[src/rtl/fpcc_pkg.sv]
package fpcc_pkg;

  // Strobes from control to datapath.
  typedef struct packed {
    logic suppress;    // combinational: force result false
    logic raiseNow;    // combinational: exception condition this cycle
    logic setStatus;   // registered pulse
    logic setAccrued;  // registered pulse
    logic excReq;      // registered pulse
  } bsunCtl_t;

endpackage

[src/rtl/fpcc_ctrl.sv]
module fpcc_ctrl
  import fpcc_pkg::*;
(
  input  logic     clk,
  input  logic     rst_n,
  input  logic     evalValid,
  input  logic     signaling,
  input  logic     ccNan,
  input  logic     bsunEnable,
  output bsunCtl_t ctl
);

  logic unorderedHit;
  logic statusQ, accruedQ, excQ;

  assign unorderedHit = evalValid & signaling & ccNan;

  always_ff @(posedge clk) begin
    if (!rst_n) begin
      statusQ  <= 1'b0;
      accruedQ <= 1'b0;
      excQ     <= 1'b0;
    end else begin
      statusQ  <= unorderedHit;
      accruedQ <= unorderedHit;
      excQ     <= unorderedHit & bsunEnable;
    end
  end

  always_comb begin
    ctl            = '0;
    ctl.suppress   = signaling & ccNan & bsunEnable;
    ctl.raiseNow   = unorderedHit & bsunEnable;
    ctl.setStatus  = statusQ;
    ctl.setAccrued = accruedQ;
    ctl.excReq     = excQ;
  end

  // a signaling unordered evaluation sets both bits next cycle
  p_bsun_bits_r7: assert property (@(posedge clk) disable iff (!rst_n)
    (evalValid && signaling && ccNan) |=> (ctl.setStatus && ctl.setAccrued));

  // enabled exception raises a request next cycle
  p_exc_raise_r8: assert property (@(posedge clk) disable iff (!rst_n)
    (evalValid && signaling && ccNan && bsunEnable) |=> ctl.excReq);

  // no request without enable
  p_exc_gated_r9: assert property (@(posedge clk) disable iff (!rst_n)
    (evalValid && signaling && ccNan && !bsunEnable) |=> !ctl.excReq);

  // quiet when the trigger is absent
  p_quiet_r10: assert property (@(posedge clk) disable iff (!rst_n)
    !(evalValid && signaling && ccNan) |=> !(ctl.setStatus || ctl.setAccrued || ctl.excReq));

endmodule

[src/rtl/fpcc_dp.sv]
module fpcc_dp
  import fpcc_pkg::*;
#(
  parameter int CODE_W      = 6,
  parameter int SEL_W       = 4,
  parameter int VEC_W       = 8,
  parameter int BSUN_VECTOR = 48
) (
  input  logic              clk,
  input  logic              rst_n,
  input  logic [CODE_W-1:0] predCode,
  input  logic              ccNeg,
  input  logic              ccZero,
  input  logic              ccNan,
  input  bsunCtl_t          ctl,
  output logic              condTrue,
  output logic [VEC_W-1:0]  excVector
);

  localparam int NUM_PRED = 1 << SEL_W;
  localparam logic [VEC_W-1:0] VEC_VAL = VEC_W'(BSUN_VECTOR);

  function automatic logic predicateOf(input logic [3:0] sel,
                                       input logic n, input logic z, input logic u);
    logic r;
    unique case (sel)
      4'd0:  r = 1'b0;
      4'd1:  r = z;
      4'd2:  r = ~(u | z | n);
      4'd3:  r = z | ~(u | n);
      4'd4:  r = n & ~(u | z);
      4'd5:  r = z | (n & ~u);
      4'd6:  r = ~(u | z);
      4'd7:  r = ~u;
      4'd8:  r = u;
      4'd9:  r = u | z;
      4'd10: r = u | ~(n | z);
      4'd11: r = u | z | ~n;
      4'd12: r = u | (n & ~z);
      4'd13: r = u | z | n;
      4'd14: r = ~z;
      default: r = 1'b1;
    endcase
    return r;
  endfunction

  logic [NUM_PRED-1:0] predVec;
  logic [SEL_W-1:0]    sel;
  logic [VEC_W-1:0]    vecQ;

  generate
    for (genvar i = 0; i < NUM_PRED; i++) begin : g_pred
      assign predVec[i] = predicateOf(4'(i), ccNeg, ccZero, ccNan);
    end
  endgenerate

  assign sel      = predCode[SEL_W-1:0];
  assign condTrue = predVec[sel] & ~ctl.suppress;

  always_ff @(posedge clk) begin
    if (!rst_n) vecQ <= '0;
    else        vecQ <= ctl.raiseNow ? VEC_VAL : '0;
  end

  assign excVector = vecQ;

  // code 0 never true
  p_const_false_r1: assert property (@(posedge clk) disable iff (!rst_n)
    (predCode[3:0] == 4'd0) |-> !condTrue);

  // suppression forces false
  p_suppress_r8: assert property (@(posedge clk) disable iff (!rst_n)
    ctl.suppress |-> !condTrue);

  // vector flop agrees with request flop in the control
  p_vec_match_r12: assert property (@(posedge clk) disable iff (!rst_n)
    ctl.excReq == (excVector == VEC_VAL));

  p_vec_zero_r12: assert property (@(posedge clk) disable iff (!rst_n)
    !ctl.excReq |-> (excVector == '0));

endmodule

[src/rtl/fpcc_eval.sv]
module fpcc_eval
  import fpcc_pkg::*;
#(
  parameter int CODE_W      = 6,
  parameter int SEL_W       = 4,
  parameter int VEC_W       = 8,
  parameter int BSUN_VECTOR = 48
) (
  input  logic              clk,
  input  logic              rst_n,
  input  logic              evalValid,
  input  logic [CODE_W-1:0] predCode,
  input  logic              signaling,
  input  logic              ccNeg,
  input  logic              ccZero,
  input  logic              ccNan,
  input  logic              bsunEnable,
  output logic              condTrue,
  output logic              setBsunStatus,
  output logic              setIopAccrued,
  output logic              excReq,
  output logic [VEC_W-1:0]  excVector
);

  bsunCtl_t ctl;

  fpcc_ctrl ctrl_i (
    .clk        (clk),
    .rst_n      (rst_n),
    .evalValid  (evalValid),
    .signaling  (signaling),
    .ccNan      (ccNan),
    .bsunEnable (bsunEnable),
    .ctl        (ctl)
  );

  fpcc_dp #(
    .CODE_W      (CODE_W),
    .SEL_W       (SEL_W),
    .VEC_W       (VEC_W),
    .BSUN_VECTOR (BSUN_VECTOR)
  ) dp_i (
    .clk       (clk),
    .rst_n     (rst_n),
    .predCode  (predCode),
    .ccNeg     (ccNeg),
    .ccZero    (ccZero),
    .ccNan     (ccNan),
    .ctl       (ctl),
    .condTrue  (condTrue),
    .excVector (excVector)
  );

  assign setBsunStatus = ctl.setStatus;
  assign setIopAccrued = ctl.setAccrued;
  assign excReq        = ctl.excReq;

endmodule

[config.mk]
export PLATFORM = sky130hd
export DESIGN_NAME = fpcc_eval
export DESIGN_NICKNAME = d
export VERILOG_FILES = /design/src/rtl/fpcc_pkg.sv /design/src/rtl/fpcc_ctrl.sv /design/src/rtl/fpcc_dp.sv /design/src/rtl/fpcc_eval.sv
export SDC_FILE = /design/constraint.sdc
export NUM_CORES = 1
export LEC_CHECK = 0
export ABC_AREA = 1
export BUFFER_PORTS_ARGS = -buffer_cell sky130_fd_sc_hd__buf_2
export CORE_AREA = 5 5 42 44
export DETAILED_ROUTE_END_ITERATION = 10
export DIE_AREA = 0 0 47 49
export REMOVE_ABC_BUFFERS = 1
export SLEW_MARGIN = 25
export SYNTH_ARGS = -nofsm -noshare
export SYNTH_HDL_FRONTEND = slang
export SYNTH_HIERARCHICAL = 1
export SYNTH_SLANG_ARGS = --single-unit
[constraint.sdc]
create_clock -name clk -period 0.8 [get_ports clk]
set_input_delay 0.08 -clock clk [delete_from_list [all_inputs] [get_ports clk]]
set_output_delay 0.08 -clock clk [all_outputs]
set_load 0.005 [all_outputs]
==> out/results.ini <==
[run_status]
status=finished clean

[power]
p_leak_nw=0.2403
ir_drop_mv=0.3232
combinationalPowerShare_pct=21.8
switching_share_pct=24.86
clkPwrFrac_pct=49.1
p_switching_mw=0.1319
p_seq_share_pct=29.1
cell_internal_pwr_mw=0.3987
power_density_nw_per_um2=1409
power.total_mw=0.5306

[global_routing]
grt_pass1_wl_um=834
grt-ovfl-total=0
antenna_found_initial=0
track_usage_pct=4.993
grt_start_max_net_pins=4
grt_pass1_vias=250

[floorplanning]
dieArea_um2=2303
fp-row-count=14
die_w_um=47
initial_utilization_pct=19.02
coreArea_um2=1401
pin_count=26
die_y_um=49

[logic_synthesis]
synth_most_common_cell=nand2_1
synthArstFlopShare_pct=0
synthCells=43
ys.flop_type=dfxtp_1
synth_commonest_cells=nand2_1, buf_4, inv_1, nor2_1, dfxtp_1
ys_top_cells_by_area=buf_4, dfxtp_1, nand2_1
synth_seq_area_share_pct=22.54
yosysTopAreaCellShare_pct=28.17
syn_area_per_cell_um2=6.198
syn-cell-area_um2=266.5
ys_types=12
synth-edff-count=0
yosysWarnings=6
synth_top_cell_by_area=buf_4
ys_ff_latch=3

[setup_path]
crit_path_start_kind=primary input
worst-setup-path-type=primary input to primary output
critPathArrivalTime_ns=0.66
cp.required_ns=0.72
end_kind=primary output
cp_max_fo=2

[routing]
vias=260
routed_wirelength_um=524
routed_via_density=3.421
drcViolationCount=0
final_antenna_net_count=0
dr.pass1.iters=1
drtIter0Drc=0
wl_per_cell_um=6.895

[sta]
final.setup.worst_slack_ns=0.06248
finalHoldViolCount=0
fmax_mhz=1356
drv_slew=0
finalCritPeriodShare_pct=92.19
setup_tns_ns=0
rsz0062_at_grt=no
fin_crit_ns=0.7375
finalSetupViolCount=0

[clock_network]
cts_buffers=3
clk_path_buf_depth=2
clk_pin_slew_ns=0.04
cts_tree=yes
clkSinkCount=3
cts.hold.buffers_added=0
cts_max_level=1
root_buffer=clkbuf_4

[placed_design]
dp_hpwl_um=475.4
dpl.cell_count=71
routabilityCongestion=0.6448
io_buffers=17
dp_slack_ns=0.02876

[final_layout]
final_util_pct=26.88
drive_above_1_share_pct=48.33
nets=75
syn2layout_area_growth_pct=41.31
antennaDiodeCount=0
fin_cells=76

[run]
cap_viol_max_count=0

[worst_hold_path]
min_path_type=primary input to register

[sequential cells by signal (all words and copies together) (netlist names)]
signal           cells
ctrl_i/accruedQ      1
ctrl_i/excQ          1
dp_i/excVector       1
[stage by stage]
step | hold slack, ns | area [µm²]
6_report | 0.05004 | 376.6
5_1_grt | 0.05359 | 376.6
4_1_cts | 0.04094 | 341.6
3_5_place_dp | 0.2822 | 315.3
3_3_place_gp | 0.2802 | 315.3
2_1_floorplan | 0.1776 | 210.2
[layer usage]
| layer | wire (µm) | part of all wire, % | vias to the layer above | global-route usage (%) |
|---|---|---|---|---|
| met1 | 172 | 33 | 102 | 4.376 |
| met2 | 254 | 48 | 16 | 8.597 |
| met5 | 0 | 0 | - | 0 |
| met3 | 97 | 19 | 0 | 1.476 |
| met4 | 0 | 0 | 0 | 4.147 |
| li1 | - | - | 142 | - |
[final timing paths]
kind	slack, ns	from	to	cells after the start
worst max-delay path	0.06	bsunEnable	condTrue	7
worst min-delay path	0.05	rst_n	dp_i/excVector[4]	3
[power by group through the flow]
stage | Combinational, mW | Clock [mW] | Sequential, mW
after floorplan | 0.0458 | 0 | 0.158
after global routing | 0.132 | 0.281 | 0.155
after detailed placement | 0.0963 | 0 | 0.157
final | 0.116 | 0.261 | 0.154
after global placement | 0.0944 | 0 | 0.157
after CTS | 0.0968 | 0.274 | 0.154
[what timing repair did]
| action | 4_1_cts | 5_1_grt |
|---|---|---|
| gates resized for setup | 0 | 10 |
| buffers inserted | 0 | 1 |
| setup endpoints to repair | 0 | 1 |
[cell usage in the layout (no fill, tap or decap)]
cell and n:
nand3_2 1, inv_4 1, nor2_1 3, inv_2 1
o21ai_1 1, dfxtp_1 3, conb_1 6, nor2_2 2
nand2_2 1, inv_1 6, buf_2 14, nand2_1 11
buf_4 1, clkbuf_1 1, buf_6 3, clkbuf_4 3
a21oi_2 2
[worst max-delay path, stage by stage]
cell     delay, ns
buf_2         0.10
nand3_2       0.08
inv_2         0.03
a21oi_2       0.09
nand2_1       0.07
nor2_2        0.10
buf_2         0.11
[area by class of cell]
cell class | instances | area (µm²)
inverters | 8 | 32.53
multi-input cells | 27 | 126.4
flip-flops and latches | 3 | 60.06
fillers | 176 | 1025
repair buffers | 18 | 111.4
well taps | 16 | 20.02
clock buffers | 4 | 26.28
[logic make-up after synthesis]
kind of cell	count (synthesis)	share of synthesized area, %
AO/OA/AOI/OAI	3	7.039
buffers and inverters	18	39.44
flip-flops	3	22.54
other	1	1.407
AND/OR/NAND/NOR	18	29.58
Power figures use the tool's default switching activity.
